File: src/rtl/rn_pkg.sv
package rn_pkg;
  typedef enum logic [2:0] {
    ST_IDLE    = 3'd0,
    ST_RUN     = 3'd1,
    ST_BLOCKED = 3'd2,
    ST_UNBLOCK = 3'd3,
    ST_SQUASH  = 3'd4,
    ST_SERIAL  = 3'd5
  } rn_state_e;

  // entry layout: {tag, sb, sa, handled}
  localparam int FL_HD  = 0;
  localparam int FL_SA  = 1;
  localparam int FL_SB  = 2;
  localparam int FLAG_W = 3;

  function automatic int skid_cap(int fb_delay, int width);
    return 2 * fb_delay * width + width;
  endfunction

  function automatic int min_int(int a, int b);
    return (a < b) ? a : b;
  endfunction
endpackage

File: src/rtl/rn_compact.sv
module rn_compact #(
  parameter int W     = 2,
  parameter int TAG_W = 8,
  parameter int CW    = 2,
  parameter int EW    = TAG_W + rn_pkg::FLAG_W
) (
  input  logic [CW-1:0]      cnt,
  input  logic [W*TAG_W-1:0] tags,
  input  logic [W-1:0]       sb,
  input  logic [W-1:0]       sa,
  input  logic [W-1:0]       kill,
  output logic [EW-1:0]      ent [W],
  output logic [CW-1:0]      n
);
  always_comb begin
    automatic int k = 0;
    for (int i = 0; i < W; i++) ent[i] = '0;
    for (int i = 0; i < W; i++) begin
      if (i < int'(cnt) && !kill[i]) begin
        ent[k] = {tags[i*TAG_W +: TAG_W], sb[i], sa[i], 1'b0};
        k++;
      end
    end
    n = CW'(k);
  end
endmodule

File: src/rtl/rn_scan.sv
module rn_scan #(
  parameter int W  = 2,
  parameter int CW = 2,
  parameter int EW = 11
) (
  input  logic [EW-1:0] src [W],
  input  logic [CW-1:0] avail,
  input  logic [CW-1:0] limit,
  input  logic          regs_empty,
  input  logic          mark_in,
  input  logic          drained,
  output logic [EW-1:0] out_ent [W],
  output logic [CW-1:0] taken,
  output logic [CW-1:0] used,
  output logic          ser_hit,
  output logic          res_hit,
  output logic [EW-1:0] held,
  output logic          mark_out
);
  import rn_pkg::*;

  always_comb begin
    automatic int  tk = 0;
    automatic int  us = 0;
    automatic logic stop = 1'b0;
    automatic logic mk = mark_in && !drained;
    ser_hit = 1'b0;
    res_hit = 1'b0;
    held    = '0;
    for (int i = 0; i < W; i++) out_ent[i] = '0;
    for (int i = 0; i < W; i++) begin
      if (!stop && i < int'(avail)) begin
        if (tk >= int'(limit)) begin
          stop = 1'b1; res_hit = 1'b1;
        end else if ((src[i][FL_SB] || mk) && !src[i][FL_HD]) begin
          stop = 1'b1; ser_hit = 1'b1;
          held = src[i] | EW'(1 << FL_HD);
          us++; mk = 1'b0;
        end else if (regs_empty) begin
          stop = 1'b1; res_hit = 1'b1;
        end else begin
          out_ent[tk] = src[i];
          tk++; us++;
          if (src[i][FL_SA] && !src[i][FL_HD]) mk = 1'b1;
        end
      end
    end
    taken    = CW'(tk);
    used     = CW'(us);
    mark_out = mk;
  end
endmodule

File: src/rtl/rn_skid.sv
module rn_skid #(
  parameter int W     = 2,
  parameter int EW    = 11,
  parameter int DEPTH = 6,
  parameter int CW    = 2,
  parameter int SW    = 3
) (
  input  logic          clk,
  input  logic          rst_n,
  input  logic          clear,
  input  logic [CW-1:0] pop_n,
  input  logic          front_en,
  input  logic [EW-1:0] front_e,
  input  logic [EW-1:0] app [W],
  input  logic [CW-1:0] app_off,
  input  logic [CW-1:0] app_n,
  output logic [EW-1:0] head [W],
  output logic [SW-1:0] cnt,
  output logic          ovf
);
  logic [EW-1:0] mem [DEPTH];
  logic [EW-1:0] nxt [DEPTH];
  logic [SW-1:0] cnt_q;
  int            total;

  always_comb begin
    automatic int r  = int'(cnt_q) - int'(pop_n);
    automatic int kf = front_en ? 1 : 0;
    if (r < 0) r = 0;
    total = kf + r + int'(app_n);
    for (int j = 0; j < DEPTH; j++) begin
      automatic int k = j - kf;
      nxt[j] = '0;
      if (j < kf) nxt[j] = front_e;
      else if (k < r) begin
        if (k + int'(pop_n) < DEPTH) nxt[j] = mem[k + int'(pop_n)];
      end else if (k - r < int'(app_n) && int'(app_off) + k - r < W)
        nxt[j] = app[int'(app_off) + k - r];
    end
  end

  always_ff @(posedge clk or negedge rst_n) begin
    if (!rst_n) begin
      cnt_q <= '0;
      for (int j = 0; j < DEPTH; j++) mem[j] <= '0;
    end else begin
      cnt_q <= clear ? '0 : (total > DEPTH ? SW'(DEPTH) : SW'(total));
      for (int j = 0; j < DEPTH; j++) mem[j] <= nxt[j];
    end
  end

  assign ovf = !clear && (total > DEPTH);
  assign cnt = cnt_q;
  always_comb for (int i = 0; i < W; i++) head[i] = mem[i];
endmodule

File: src/rtl/rn_stage.sv
module rn_stage #(
  parameter int W        = 2,
  parameter int TAG_W    = 8,
  parameter int FB_DELAY = 1,
  parameter int CW       = $clog2(W + 1)
) (
  input  logic               clk,
  input  logic               rst_n,
  input  logic [CW-1:0]      dec_cnt,
  input  logic [W*TAG_W-1:0] dec_tags,
  input  logic [W-1:0]       dec_sb,
  input  logic [W-1:0]       dec_sa,
  input  logic [W-1:0]       dec_kill,
  input  logic [CW-1:0]      can_rename,
  input  logic               regs_empty,
  input  logic               rob_drained,
  input  logic               stall_in,
  input  logic               squash_in,
  input  logic               squashing_in,
  output logic [CW-1:0]      ren_cnt,
  output logic [W*TAG_W-1:0] ren_tags,
  output logic               blk_pulse,
  output logic               unblk_pulse,
  output logic [2:0]         state_o,
  output logic               skid_ovf
);
  import rn_pkg::*;

  localparam int EW    = TAG_W + FLAG_W;
  localparam int DEPTH = skid_cap(FB_DELAY, W);
  localparam int SW    = $clog2(DEPTH + 1);

  rn_state_e     state_q, state_d;
  logic          mark_q, mark_d;
  logic [EW-1:0] held_q, held_d;

  logic [EW-1:0] in_ent [W];
  logic [CW-1:0] in_n;
  logic [EW-1:0] sk_head [W];
  logic [SW-1:0] sk_cnt;
  logic          sk_ovf;
  logic [EW-1:0] src [W];
  logic [CW-1:0] avail, limit;
  logic [EW-1:0] sc_out [W];
  logic [CW-1:0] sc_taken, sc_used;
  logic          sc_ser, sc_res, sc_mark;
  logic [EW-1:0] sc_held;

  // control decisions brought out as named events
  logic          ev_clear, ev_front, ev_emit, ev_block, ev_unblock;
  logic [CW-1:0] pop_n, app_off, app_n;

  rn_compact #(.W(W), .TAG_W(TAG_W), .CW(CW), .EW(EW)) u_compact (
    .cnt(dec_cnt), .tags(dec_tags), .sb(dec_sb), .sa(dec_sa),
    .kill(dec_kill), .ent(in_ent), .n(in_n));

  always_comb begin
    for (int i = 0; i < W; i++)
      src[i] = (state_q == ST_UNBLOCK) ? sk_head[i] : in_ent[i];
    if (state_q == ST_UNBLOCK)
      avail = CW'(min_int(int'(sk_cnt), W));
    else
      avail = in_n;
    limit = CW'(min_int(int'(can_rename), W));
  end

  rn_scan #(.W(W), .CW(CW), .EW(EW)) u_scan (
    .src(src), .avail(avail), .limit(limit), .regs_empty(regs_empty),
    .mark_in(mark_q), .drained(rob_drained), .out_ent(sc_out),
    .taken(sc_taken), .used(sc_used), .ser_hit(sc_ser), .res_hit(sc_res),
    .held(sc_held), .mark_out(sc_mark));

  rn_skid #(.W(W), .EW(EW), .DEPTH(DEPTH), .CW(CW), .SW(SW)) u_skid (
    .clk(clk), .rst_n(rst_n), .clear(ev_clear), .pop_n(pop_n),
    .front_en(ev_front), .front_e(held_q), .app(in_ent), .app_off(app_off),
    .app_n(app_n), .head(sk_head), .cnt(sk_cnt), .ovf(sk_ovf));

  always_comb begin
    state_d    = state_q;
    mark_d     = mark_q;
    held_d     = held_q;
    ev_clear   = 1'b0;
    ev_front   = 1'b0;
    ev_emit    = 1'b0;
    ev_block   = 1'b0;
    ev_unblock = 1'b0;
    pop_n      = '0;
    app_off    = '0;
    app_n      = '0;
    if (squash_in) begin
      ev_clear   = 1'b1;
      ev_unblock = (state_q == ST_BLOCKED) || (state_q == ST_UNBLOCK) ||
                   (state_q == ST_SERIAL);
      mark_d     = 1'b0;
      held_d     = '0;
      state_d    = ST_SQUASH;
    end else begin
      unique case (state_q)
        ST_SQUASH: if (!squashing_in) state_d = ST_RUN;
        ST_BLOCKED: begin
          app_n = in_n;
          if (!stall_in) state_d = ST_UNBLOCK;
        end
        ST_SERIAL: begin
          app_n = in_n;
          if (rob_drained && !stall_in) begin
            ev_front = 1'b1;
            held_d   = '0;
            state_d  = ST_UNBLOCK;
          end
        end
        ST_UNBLOCK: begin
          app_n = in_n;
          if (stall_in) state_d = ST_BLOCKED;
          else begin
            ev_emit = 1'b1;
            pop_n   = sc_used;
            if (avail != '0) mark_d = sc_mark;
            if (sc_ser) begin
              held_d  = sc_held;
              state_d = ST_SERIAL;
            end else if (sc_res) state_d = ST_BLOCKED;
            else if (int'(sk_cnt) - int'(sc_used) + int'(in_n) == 0) begin
              ev_unblock = 1'b1;
              state_d    = ST_RUN;
            end
          end
        end
        default: begin
          if (stall_in) begin
            app_n    = in_n;
            ev_block = 1'b1;
            state_d  = ST_BLOCKED;
          end else if (in_n == '0) state_d = ST_IDLE;
          else begin
            ev_emit = 1'b1;
            mark_d  = sc_mark;
            app_off = sc_used;
            app_n   = in_n - sc_used;
            if (sc_ser) begin
              held_d   = sc_held;
              ev_block = 1'b1;
              state_d  = ST_SERIAL;
            end else if (sc_res) begin
              ev_block = 1'b1;
              state_d  = ST_BLOCKED;
            end else state_d = ST_RUN;
          end
        end
      endcase
    end
  end

  always_ff @(posedge clk or negedge rst_n) begin
    if (!rst_n) begin
      state_q <= ST_IDLE;
      mark_q  <= 1'b0;
      held_q  <= '0;
    end else begin
      state_q <= state_d;
      mark_q  <= mark_d;
      held_q  <= held_d;
    end
  end

  generate
    for (genvar g = 0; g < W; g++) begin : g_out
      assign ren_tags[g*TAG_W +: TAG_W] = ev_emit ? sc_out[g][EW-1:FLAG_W] : '0;
    end
  endgenerate

  assign ren_cnt     = ev_emit ? sc_taken : '0;
  assign blk_pulse   = ev_block;
  assign unblk_pulse = ev_unblock;
  assign state_o     = state_q;
  assign skid_ovf    = sk_ovf;
endmodule

File: config.mk
export PLATFORM = sky130hd
export DESIGN_NAME = rn_stage
export DESIGN_NICKNAME = d
export VERILOG_FILES = /design/src/rtl/rn_pkg.sv /design/src/rtl/rn_compact.sv /design/src/rtl/rn_scan.sv /design/src/rtl/rn_skid.sv /design/src/rtl/rn_stage.sv
export SDC_FILE = /design/constraint.sdc
export NUM_CORES = 1
export LEC_CHECK = 0
export BUFFER_PORTS_ARGS = -buffer_cell sky130_fd_sc_hd__buf_2
export CELL_PAD_IN_SITES_DETAIL_PLACEMENT = 0
export CELL_PAD_IN_SITES_GLOBAL_PLACEMENT = 1
export CORE_MARGIN = 3
export CORE_UTILIZATION = 25
export DETAILED_ROUTE_END_ITERATION = 6
export GPL_TIMING_DRIVEN = 1
export PLACE_DENSITY = 0.52
export SKIP_CTS_REPAIR_TIMING = 1
export SYNTH_ARGS = -nofsm -noshare
export SYNTH_HDL_FRONTEND = slang
export SYNTH_HIERARCHICAL = 1
export SYNTH_SLANG_ARGS = --single-unit
File: constraint.sdc
create_clock -name clk -period 11.4 [get_ports clk]
set_clock_uncertainty 0.2 [all_clocks]
set_input_delay 1.71 -clock clk [delete_from_list [all_inputs] [get_ports clk]]
set_output_delay 1.71 -clock clk [all_outputs]
set_load 0.1 [all_outputs]
## Word level (Yosys, flattened, before mapping)

Index checks and enable logic that the tools add are counted.

| word-level totals | value |
|---|---|
| bits of input ports | 33 |
| output and inout port bits | 24 |
| register bits after elaboration | 84 |

| operators by class | value |
|---|---|
| multiplexer cells | 196 |
| equality and inequality tests | 16 |
| reduce and logical (&&, ||, !) cells | 40 |
| order comparisons | 56 |
| add/sub/neg operators | 39 |
| bitwise gates (word level) | 14 |

Operators by type and width:

| operator | number |
|---|---|
| $mux W11 | 75 |
| $not A32 Y32 | 13 |
| $sub A32 B32 Y32 | 12 |
| $ge A32 B2 Y1 const B | 8 |
| $add A32 B3 Y32 | 7 |
| $bmux W11 S3 | 6 |
| $add A3 B32 Y32 | 6 |
| $ge A32 B4 Y1 const B | 6 |
| $lt A32 B3 Y1 | 6 |
| $lt A32 B3 Y1 const B | 6 |
| $lt A32 B32 Y1 | 6 |
| $lt A32 B4 Y1 const B | 6 |
| $mux W32 | 4 |
| $mux W22 | 5 |
| $lt A32 B1 Y1 const B | 3 |
| $lt A3 B32 Y1 const A | 2 |
| $lt A4 B32 Y1 const A | 2 |
| $sub A3 B32 Y32 const A | 2 |
| $sub A4 B32 Y32 const A | 2 |
| $mux W1 | 56 |
| $mux W2 | 26 |
| $bwmux W22 | 2 |
| $mux W3 | 13 |
| $pmux W11 S3 | 1 |
| other kinds (41) | 86 |

## Logic depth before layout (Yosys ltp)

Gate-level depths: netlist of the first run.

| logic depth | value |
|---|---|
| depth in word-level cells | 37 |
| mapped depth | 34 |
| depth with buffers taken out | 31 |

## Hierarchy

Netlist of the first run, hierarchy kept.

Modules (own cells, without submodules):

| module | seq. area each (um2) | cells each | area an instance (um2) | times used |
|---|---|---|---|---|
| rn_skid | 1,726.7 | 755 | 7,538.5 | 1 |
| rn_stage | 375.4 | 195 | 1,619.1 | 1 |
| rn_scan | 0.0 | 73 | 493.0 | 1 |
| rn_compact | 0.0 | 65 | 460.4 | 1 |

## Worst setup path before layout of the first run

No wires, ideal clock.

| path | value |
|---|---|
| path type | input to output |
| start point | input dec_cnt[0] |
| end point | output unblk_pulse |
| arrival time | 8,871 ps |
| setup slack | 619 ps |
| stages | 23 |
| cell sequence | clkbuf_1 > nor2_1 > nor2_1 > ha_1 > clkbuf_1 > nand2_1 > o21ai_1 > o22ai_2 > nor2_1 > nand2_1 > ha_1 > and3b_1 > o211ai_2 > a21oi_1 > nor2_1 > ha_1 > fa_1 > inv_1 > ha_1 > a21oi_1 > xor2_1 > a31oi_1 > o41ai_1 |

RTL lines:

| item | RTL line | source |
|---|---|---|
| from (decl) | rn_stage.sv:9 | `input logic [CW-1:0] dec_cnt,` |
| $lt A1 B2 Y1 | rn_compact.sv:19 | `if (i < int'(cnt) && !kill[i]) begin` |
| $logic_and A1 B1 Y1 | rn_compact.sv:19 |  |
| $mux W1 | rn_compact.sv:19 |  |
| $add A1 B1 Y2 | rn_compact.sv:21 | `k++;` |
| $mux W2 (*) | rn_compact.sv:19 |  |
| via in_n[1] | rn_stage.sv:38 | `logic [CW-1:0] in_n;` |
| $mux W2 (*) | rn_stage.sv:60 | `if (state_q == ST_UNBLOCK)` |
| via avail[1] | rn_stage.sv:43 | `logic [CW-1:0] avail, limit;` |
| [7 not listed] | -- |  |
| via sc_used[0] | rn_stage.sv:45 | `logic [CW-1:0] sc_taken, sc_used;` |
| [1 not listed] | -- |  |
| $add A4 B3 Y5 (*) | rn_stage.sv:123 | `else if (int'(sk_cnt) - int'(sc_used) + int'(in_n) == 0) begin` |
| $logic_not A32 Y1 (*) | rn_stage.sv:123 |  |
| $mux W1 (*) | rn_stage.sv:123 |  |
| $mux W1 (*) | rn_stage.sv:122 | `end else if (sc_res) state_d = ST_BLOCKED;` |
| $mux W1 (*) | rn_stage.sv:119 | `if (sc_ser) begin` |
| $mux W1 (*) | rn_stage.sv:114 | `if (stall_in) state_d = ST_BLOCKED;` |
| $mux W1 (*) | rn_stage.sv:98 | `unique case (state_q)` |
| $mux W1 (*) | rn_stage.sv:90 | `if (squash_in) begin` |
| to (decl) | rn_stage.sv:23 | `output logic unblk_pulse,` |

Mark *: on every way through the listed nets, which the timed path passes.

## Worst setup path in the final report of the first run

| path | value |
|---|---|
| start point | input dec_cnt[1] |
| end point | output skid_ovf |

RTL lines:

| item | RTL line | source |
|---|---|---|
| $lt A1 B2 Y1 | rn_compact.sv:19 |  |
| $logic_and A1 B1 Y1 | rn_compact.sv:19 |  |
| $mux W1 | rn_compact.sv:19 |  |
| $add A1 B1 Y2 | rn_compact.sv:21 |  |
| $mux W2 (*) | rn_compact.sv:19 |  |
| via in_n[1] | rn_stage.sv:38 |  |
| $mux W2 (*) | rn_stage.sv:60 |  |
| via avail[1] | rn_stage.sv:43 |  |
| [7 not listed] | -- |  |
| via sc_used[0] | rn_stage.sv:45 |  |
| [3 not listed] | -- |  |
| via pop_n[0] | rn_stage.sv:51 | `logic [CW-1:0] pop_n, app_off, app_n;` |
| $sub A3 B2 Y4 (*) | rn_skid.sv:27 | `automatic int r = int'(cnt_q) - int'(pop_n);` |
| $lt A32 B1 Y1 | rn_skid.sv:29 | `if (r < 0) r = 0;` |
| $mux W32 (*) | rn_skid.sv:29 |  |
| $add A32 B32 Y32 (*) | rn_skid.sv:30 | `total = kf + r + int'(app_n);` |
| $add A32 B3 Y32 (*) | rn_skid.sv:30 |  |
| $gt A32 B4 Y1 (*) | rn_skid.sv:52 | `assign ovf = !clear && (total > DEPTH);` |
| $logic_and A1 B1 Y1 (*) | rn_skid.sv:52 |  |
| to (decl) | rn_stage.sv:25 | `output logic skid_ovf` |

Marked as above.

==> metrics, run 1 <==
Cells after Synth between 1k and 1.5k; htree depth 3; leakage power summed over all cells 4.731 nW; power per unit of standard cell area approximately 130 nW/um^2; total of max-cap violations 0; CTS sink count between 80 and 90; endpoint type of the worst setup path output port; setup repair after global routing missed its margin no; clock tree from TritonCTS built; Synth Area per Inst 9.312 sq um; kind of critical path primary input to output port; post-detailed-route count of antenna-violating nets 0; Clock Pin Slew Worst Setup and Hold Paths 0.07 ns; CTS Root Cell sky130_fd_sc_hd__clkbuf_16; maximum vdd ir drop 0.1177 mV; path category of the worst min-delay check register to register; peak fanout along the critical path 23; number of vias per cell 5.294; placement row count between 70 and 80; Core Footprint 39,190 sq um; Hold Path Stages 2; post-synthesis instance area just over 10,000 sq um; number of global-route vias before repair 8,278; antenna violations before repair 0; Filler cells between 4k and 5k; NumNets Final ~1.2k; hold_ws 0.3030 ns; count of routing violations after the opening detailed-route iteration 750; average detailed-routed wire length per instance about 22 microns; number of buffer and inverter stages on the critical path 3; Final Routed Wirelength 34,700 microns; time the worst path needs with I/O delays and setup 9.734 ns; drt pass-1 iters 5; arrival time reported for the critical path endpoint 7.82 ns; kind of cell adding the most delay to the critical path simple AND/OR/NAND/NOR gates; GPL Wtd Cong approximately 0.83; leftover overflow at the end of global routing 0; normalized max-slew margin 0.2366; worst-skew pair later-pin latency 0.36 ns; Worst Path Required 9.49 ns; Worst setup SP type primary input; worst-path cell chain buf_2 > nor2b_1 > ha_1 > nand2_1 > o21ai_1 > o22ai_2 > nor2_1 > nand2_1 > ha_1 > and3b_1 > o211ai_2 > a21oi_1 > nor2_1 > nor4b_1 > buf_4 > ha_1 > fa_1 > nor2_1 > ha_1 > a21oi_1 > nor2_1 > a31oi_1 > nor2_1 > buf_2; Levels on crit path 24; max frequency 102.7 MHz; number of setup violations in the final report 0; Setup Slack @ Placement 1.303 ns; pin count of the biggest net entering global routing 64; pin slew with the least headroom to its limit 1.141 ns; slowest stage cell, crit path sky130_fd_sc_hd__nor2_1; I/O Buffers 56; Layout area overhead 8.245%; I/O pin total 57; fraction of layout instances using a drive strength above 1 0.1657; Die Y 206.8 microns; first-pass GRT wire length between 50,000 and 60,000 microns; number of buffers between clock root and the deepest sink 2; initial standard-cell utilization of the core 0.2571; post-detailed-route DRC marker count 0; leading cell types in the layout, fill and taps excluded 84 x sky130_fd_sc_hd__dfrtp_1, 76 x sky130_fd_sc_hd__a21oi_1, 76 x sky130_fd_sc_hd__ha_1; ant diodes 0; Horiz. Die Dim 206.8 microns; most common cell after layout, fill and taps aside sky130_fd_sc_hd__dfrtp_1; total number of yosys warnings 6; outcome completed; Final Hold Fails 0; GRT Util Overall 0.1639; Crit path largest cell delay between 0.6 and 0.7 ns; post-DP HPWL about 25,000 microns; depth of the most critical reg-to-reg path 27; routed via count 8,428; number of buffers inserted during clock tree synthesis 9; cell repeated most along the worst path sky130_fd_sc_hd__nor2_1; Max Transition Viols Final 0; ratio of final minimum period to clock period 0.8538; setup tns final 0 ns; Die Footprint 42,750 sq um; final worst setup slack 1.666 ns
[routing by layer]
metal	GRT usage	wire [microns]	up-vias
met5	0	0	-
met4	0.03491	531	0
met3	0.02525	1888	35
met2	0.2508	15400	277
met1	0.2441	16880	4158
li1	-	-	3958
[worst min-delay path, cell delays in order, from the launching register on]
cell and delay (ns):
sky130_fd_sc_hd__dfrtp_1 0.35, sky130_fd_sc_hd__a21oi_1 0.08, sky130_fd_sc_hd__o41ai_2 0.05
[final timing paths]
path,from,end,slack (ns)
setup / recovery,dec_cnt[1],skid_ovf,1.67
hold reg to reg,held_q[9]$_DFFE_PN0P_,u_skid/head[20]$_DFF_PN0_,0.30
hold / removal,held_q[9]$_DFFE_PN0P_,u_skid/head[20]$_DFF_PN0_,0.30
min in group asynchronous,rst_n,u_skid/mem[30]$_DFF_PN0_,1.03
setup reg to reg,state_o[2]$_DFFE_PN0P_,u_skid/head[21]$_DFF_PN0_,2.93
max in group asynchronous,rst_n,u_skid/head[11]$_DFF_PN0_,8.73
[stage by stage]
stage,area [sq um],total power [mW],utilization,cells
finish,10910,1.389,0.2783,1592
global route,10910,1.472,0.2783,1592
CTS,10910,1.392,0.2783,1592
detailed placement,10620,1.079,0.2709,1576
global placement,10610,1.081,0.2707,1575
floorplan,10080,0.8894,-,1083
[where the power goes]
group	total, mW	internal, mW	switching (mW)
registers	0.356	0.317	0.0389
clock network	0.309	0.154	0.155
logic	0.724	0.257	0.467
total	1.39	0.728	0.661
[area by class of cell]
cell class	count	area, sq um	area share
Inverter	68	255.2	0.02340
Multi-Input combinational cell	830	7177	0.6580
Timing Repair Buffer	76	435.4	0.03992
Tap cell	518	648.1	0.05942
Clock buffer	9	225.2	0.02065
Sequential cell	84	2102	0.1927
Clock inverter	7	63.81	0.005851
[state kept, by name, summed over array words and instances (netlist names)]
signal       flops
u_skid/mem      44
u_skid/head     22
held_q          11
state_o          3
u_skid/cnt       3
mark_q           1
Power figures use the tool's default switching activity.
==> run 2, diff against run 1 <==
--- a/config.mk
+++ b/config.mk
@@ -9,10 +9,11 @@
 export CELL_PAD_IN_SITES_DETAIL_PLACEMENT = 0
 export CELL_PAD_IN_SITES_GLOBAL_PLACEMENT = 1
 export CORE_MARGIN = 3
-export CORE_UTILIZATION = 25
+export CORE_UTILIZATION = 50
 export DETAILED_ROUTE_END_ITERATION = 6
 export GPL_TIMING_DRIVEN = 1
-export PLACE_DENSITY = 0.52
+export MAX_ROUTING_LAYER = met4
+export PLACE_DENSITY = 0.88
 export SKIP_CTS_REPAIR_TIMING = 1
 export SYNTH_ARGS = -nofsm -noshare
 export SYNTH_HDL_FRONTEND = slang
==> constraint.sdc (replaced) <==
create_clock -name clk -period 10.8 [get_ports clk]
set_clock_uncertainty 0.2 [all_clocks]
set_input_delay 1.62 -clock clk [delete_from_list [all_inputs] [get_ports clk]]
set_output_delay 1.62 -clock clk [all_outputs]
set_load 0.1 [all_outputs]
==> run 2 against run 1 <==
Against the previous run: critical path depth shrank 1; power grew 3.5%; non-clock buffer count shrank 1; flip-flop and latch count is the same; die area shrank 49%; utilization grew 26 points; largest cell class unchanged.
==> metrics, run 2 (synthesis gave the netlist of run 1 again) <==
slowest stage cell, crit path sky130_fd_sc_hd__a2111oi_0; Hold Path Stages 2 (unchanged); post-detailed-route count of antenna-violating nets 0 (unchanged); maximum vdd ir drop 0.1529 mV (+30%); average detailed-routed wire length per instance 21.75 microns (-0.21%); ratio of final minimum period to clock period 0.8855; pin count of the biggest net entering global routing 56 (-13%); leakage power summed over all cells 4.727 nW (about the same); CTS Root Cell sky130_fd_sc_hd__clkbuf_16; met1 capacity usage during global routing 0.3776 (+0.1336); multi-input logic area 7166 sq um (-0.16%); normalized max-slew margin 0.1774 (-0.05927); Die Y 148.0 microns (-28%); htree depth 3 (unchanged); GPL Wtd Cong 0.9305 (+12%); max frequency 104.6 MHz; post-detailed-route DRC marker count 0 (unchanged); CTS sink count 84 (unchanged); setup repair after global routing missed its margin no; drt pass-1 iters 7 (+2); number of buffers between clock root and the deepest sink 2 (unchanged); number of global-route vias before repair 8,176 (-1.2%); clock tree from TritonCTS built; placement row count 51 (-29%); path category of the worst min-delay check register to register; most common cell after layout, fill and taps aside sky130_fd_sc_hd__dfrtp_1; count of routing violations after the opening detailed-route iteration 990 (+32%); Filler cells 1,848 (-56%); time the worst path needs with I/O delays and setup roughly 9.6 ns; Worst setup SP type primary input; peak fanout along the critical path 23 (unchanged); Final Hold Fails 0 (unchanged); outcome completed; initial standard-cell utilization of the core 0.5127 (+0.2555); endpoint type of the worst setup path output port; total placed cells including tap cells 1,322 (-16%); number of buffers inserted during clock tree synthesis 9 (unchanged); Final Routed Wirelength 29,100 microns (-16%); leftover overflow at the end of global routing 0 (unchanged); worst-path cell chain buf_2 > nor2b_1 > ha_1 > nand2_1 > o21ai_1 > o22ai_2 > nor2_1 > nand2_1 > ha_1 > and3b_1 > o211ai_2 > a21oi_1 > nor2_1 > ha_1 > a2111oi_0 > inv_1 > fa_1 > inv_1 > fa_1 > xnor2_1 > a31oi_1 > nor2_1 > buf_2; worst-skew pair later-pin latency 0.35 ns (about the same); largest reg by FF count u_skid/mem; I/O Buffers 56 (unchanged); NumNets Final 1,201 (-0.083%); Reg area 2102 sq um (unchanged); hold_ws 0.3009 ns (-0.002069 ns); Crit path largest cell delay 1.01 ns (+0.37 ns); pin slew with the least headroom to its limit 1.203 ns (+0.06201 ns); fraction of layout instances using a drive strength above 1 0.1631 (-0.002641); Clock Pin Slew Worst Setup and Hold Paths 0.07 ns (about the same); GRT Util Overall 0.2721 (+0.1082); kind of critical path primary input to output port; ant diodes 0 (unchanged); Die Footprint 21,890 sq um (-49%); GR Layer Usage met3 0.06530 (+0.04005); Max Transition Viols Final 0 (unchanged); antenna violations before repair 0 (unchanged); post-DP HPWL 20,410 microns (-19%); leading cell types in the layout, fill and taps excluded 84 x sky130_fd_sc_hd__dfrtp_1, 76 x sky130_fd_sc_hd__a21oi_1, 76 x sky130_fd_sc_hd__ha_1; Horiz. Die Dim 148.0 microns (-28%); number of vias per cell 6.436 (+22%); first-pass GRT wire length 45,820 microns (-15%); arrival time reported for the critical path endpoint 7.74 ns (-0.08 ns); Layout area overhead 4.954%; met2 track demand over resource 0.4024 (+0.1516); Final Non-Filler Cells 1,338 (-16%); max FFs per register 44 (unchanged); power per unit of standard cell area 136.0 nW/um^2 (+6.7%); setup tns final 0 ns (unchanged); total of max-cap violations 0 (unchanged); Core Footprint 19,650 sq um (-50%); layer with the highest usage after global routing met2; depth of the most critical reg-to-reg path 26 (-3.7%); I/O pin total 57 (unchanged); Worst Path Required 8.98 ns (-0.51 ns); number of setup violations in the final report 0 (unchanged); routed via count 8,611 (+2.2%)
## run 2: critical path, delay by kind of cell
kind            cells  cell delay [ns]
compound gates      6             1.92
buf+inv             4             0.99
fa+ha+maj           5             1.69
xor+xnor            1             0.16
simple gates        7             1.33
## run 2: stage by stage
step                area [sq um]  utilization  setup WS (ns)  power, mW
floorplan                  10080            -         0.2909     0.9388
finish                     10580       0.5381          1.237      1.438
detailed placement         10280       0.5230          1.050      1.105
CTS                        10580       0.5381          1.253      1.425
global route               10580       0.5381         0.5445      1.507
global placement           10280       0.5230          1.289      1.093
## run 2: cell type report
| class | count | area share |
|---|---|---|
| clock buffers | 11 | 0.02390 |
| clock inverters | 5 | 0.004023 |
| multi-input cells | 830 | 0.6776 |
| repair buffers | 75 | 0.04023 |
| well taps | 265 | 0.03135 |
| inverters | 68 | 0.02414 |
| flip-flops and latches | 84 | 0.1988 |
## run 2: where the power goes
group | internal, mW | total, mW | switching (mW)
Clock | 0.171 | 0.319 | 0.148
Combinational | 0.271 | 0.744 | 0.474
Sequential | 0.335 | 0.374 | 0.0393
Total | 0.777 | 1.44 | 0.661
## run 2: path summary, 6_finish.rpt
| check | startpoint | to | slack, ns |
|---|---|---|---|
| setup / recovery | dec_cnt[1] | skid_ovf | 1.24 |
| hold / removal | held_q[6]$_DFFE_PN0P_ | u_skid/head[17]$_DFF_PN0_ | 0.30 |
| setup reg to reg | state_o[2]$_DFFE_PN0P_ | u_skid/head[21]$_DFF_PN0_ | 2.54 |
| hold reg to reg | held_q[6]$_DFFE_PN0P_ | u_skid/head[17]$_DFF_PN0_ | 0.30 |
| max in group asynchronous | rst_n | u_skid/cnt[0]$_DFF_PN0_ | 8.30 |
| min in group asynchronous | rst_n | u_skid/mem[4]$_DFF_PN0_ | 1.03 |
## run 2: routing by layer
layer / share of wire / vias to the layer above
met4: 0.023 / 0
met2: 0.45 / 449
met5: 0 / -
met3: 0.10 / 62
met1: 0.43 / 4141
li1: - / 3959
==> run 3, diff against run 2 <==
--- a/config.mk
+++ b/config.mk
@@ -8,12 +8,12 @@
 export BUFFER_PORTS_ARGS = -buffer_cell sky130_fd_sc_hd__buf_2
 export CELL_PAD_IN_SITES_DETAIL_PLACEMENT = 0
 export CELL_PAD_IN_SITES_GLOBAL_PLACEMENT = 1
-export CORE_MARGIN = 3
 export CORE_UTILIZATION = 50
 export DETAILED_ROUTE_END_ITERATION = 6
 export GPL_TIMING_DRIVEN = 1
 export MAX_ROUTING_LAYER = met4
 export PLACE_DENSITY = 0.88
+export SETUP_SLACK_MARGIN = 0.5
 export SKIP_CTS_REPAIR_TIMING = 1
 export SYNTH_ARGS = -nofsm -noshare
 export SYNTH_HDL_FRONTEND = slang
==> run 3 against run 2 <==
Against the previous run: sequential power barely moved; clock power grew 6%; largest power group unchanged; largest cell class unchanged; wire length grew 0.83%; non-clock buffer count shrank 4; critical path depth grew 2; highest routed layer unchanged.
==> metrics, run 3 (synthesis gave the netlist of run 1 again) <==
outcome completed; first-pass GRT wire length 45,550 microns (-0.60%); pin slew with the least headroom to its limit 1.220 ns (+0.01744 ns); Horiz. Die Dim 144.0 microns (-2.7%); NumNets Final 1,197 (-0.33%); hold_ws 0.2999 ns (-0.001081 ns); Design Power 1.452 mW (+1.0%); Final Routed Wirelength 29,340 microns (+0.83%); GRT Util Overall 0.3009 (+0.02885); Core Footprint 19,590 sq um (-0.32%); I/O pin total 57 (unchanged); CTS sink count 84 (unchanged); initial standard-cell utilization of the core 0.5143 (+0.001670); number of buffer and inverter stages on the critical path 3 (-1); Clock Pin Slew Worst Setup and Hold Paths 0.07 ns (about the same); power per unit of standard cell area 137.4 nW/um^2 (+1.1%); placement row count 51 (unchanged); max FFs per register 44 (unchanged); setup tns final 0 ns (unchanged); leading cell types in the layout, fill and taps excluded 84 x sky130_fd_sc_hd__dfrtp_1, 76 x sky130_fd_sc_hd__a21oi_1, 76 x sky130_fd_sc_hd__ha_1; setup repair after global routing missed its margin no; number of vias per cell 6.445 (+0.15%); GPL Wtd Cong 0.9432 (+1.4%); peak fanout along the critical path 23 (unchanged); htree depth 3 (unchanged); kind of critical path primary input to output port; most common cell after layout, fill and taps aside sky130_fd_sc_hd__dfrtp_1; Layout area overhead 4.893% (about the same); number of global-route vias before repair 7,986 (-2.3%); time the worst path needs with I/O delays and setup 9.582 ns (+0.01899 ns); ratio of final minimum period to clock period 0.8872 (+0.001758); drt pass-1 iters 6 (-1); number of setup violations in the final report 0 (unchanged); Max Transition Viols Final 0 (unchanged); Crit path largest cell delay 0.75 ns (-0.26 ns); Worst setup SP type primary input; slowest stage cell, crit path sky130_fd_sc_hd__nor4b_1; post-detailed-route DRC marker count 0 (unchanged); area of all placed cells without fillers 10,570 sq um (about the same); CTS Root Cell sky130_fd_sc_hd__clkbuf_16; max frequency 104.4 MHz (-0.20%); leakage power summed over all cells 4.726 nW (about the same); fraction of layout instances using a drive strength above 1 0.1618 (-0.001261); number of buffers inserted during clock tree synthesis 9 (unchanged); arrival time reported for the critical path endpoint 7.76 ns (+0.02 ns); ant diodes 0 (unchanged); I/O Buffers 56 (unchanged); worst-skew pair later-pin latency 0.36 ns (about the same); post-detailed-route count of antenna-violating nets 0 (unchanged); count of routing violations after the opening detailed-route iteration 877 (-11%); pin count of the biggest net entering global routing 62 (+11%); antenna violations before repair 0 (unchanged); Worst Path Required 8.98 ns (about the same); maximum vdd ir drop 0.1520 mV (-0.58%); Die Footprint 20,720 sq um (-5.3%); clock tree from TritonCTS built; post-DP HPWL 20,630 microns (+1.1%); leftover overflow at the end of global routing 0 (unchanged); average detailed-routed wire length per instance 22.00 microns (+1.1%); Final Hold Fails 0 (unchanged); routed via count 8,598 (-0.15%); total of max-cap violations 0 (unchanged); Die Y 144.0 microns (-2.7%); endpoint type of the worst setup path output port; kind of cell adding the most delay to the critical path simple AND/OR/NAND/NOR gates; path category of the worst min-delay check register to register; largest reg by FF count u_skid/mem; number of buffers between clock root and the deepest sink 2 (unchanged); normalized max-slew margin 0.1835 (+0.006104); placed inst area 10,260 sq um (-0.18%)
run 3: power by group:
| part | leakage, nW | switching, mW | total, mW | internal (mW) |
|---|---|---|---|---|
| combinational | 3.41 | 0.472 | 0.739 | 0.267 |
| sequential | 1.17 | 0.0397 | 0.375 | 0.335 |
| clock | 0.153 | 0.154 | 0.338 | 0.184 |
run 3: layer usage:
layer,part of all wire,vias up,global-route usage
met5,0,-,-
met1,0.44,4183,0.4130
met3,0.093,59,0.06864
met2,0.44,403,0.4391
li1,-,3953,-
met4,0.025,0,0.09015
run 3: final timing paths:
check                                       endpoint  slack [ns]  cells after the start                    from
max                                         skid_ovf        1.22                     25              dec_cnt[1]
min                        u_skid/head[12]$_DFF_PN0_        0.30                      2   held_q[1]$_DFFE_PN0P_
max reg2reg                u_skid/head[21]$_DFF_PN0_        2.61                     26  state_o[2]$_DFFE_PN0P_
min reg2reg                u_skid/head[12]$_DFF_PN0_        0.30                      2   held_q[1]$_DFFE_PN0P_
max in group asynchronous         mark_q$_DFFE_PN0P_        8.28                      2                   rst_n
min in group asynchronous    u_skid/mem[6]$_DFF_PN0_        0.96                      1                   rst_n
run 3: stage by stage:
| stage | util | setup WS [ns] | std cells |
|---|---|---|---|
| global route | 0.5395 | 0.6727 | 1334 |
| finish | 0.5395 | 1.218 | 1334 |
| floorplan | - | 0.6733 | 1083 |
| CTS | 0.5394 | 1.175 | 1334 |
| detailed placement | 0.5238 | 1.026 | 1318 |
| global placement | 0.5238 | 1.292 | 1318 |
run 3: final cells by class:
type / count / area (sq um)
Clock buffer: 9 / 225.2
Clock inverter: 7 / 81.33
Fill cell: 1766 / 9021
Inverter: 68 / 255.2
Multi-Input combinational cell: 830 / 7178
Sequential cell: 84 / 2102
Tap cell: 265 / 331.6
Timing Repair Buffer: 71 / 395.4
run 3: tightest hold or removal path: cells and delay by family, from the launching register on:
kind            cells  cell delay (ns)
flops               1             0.34
compound gates      2             0.13
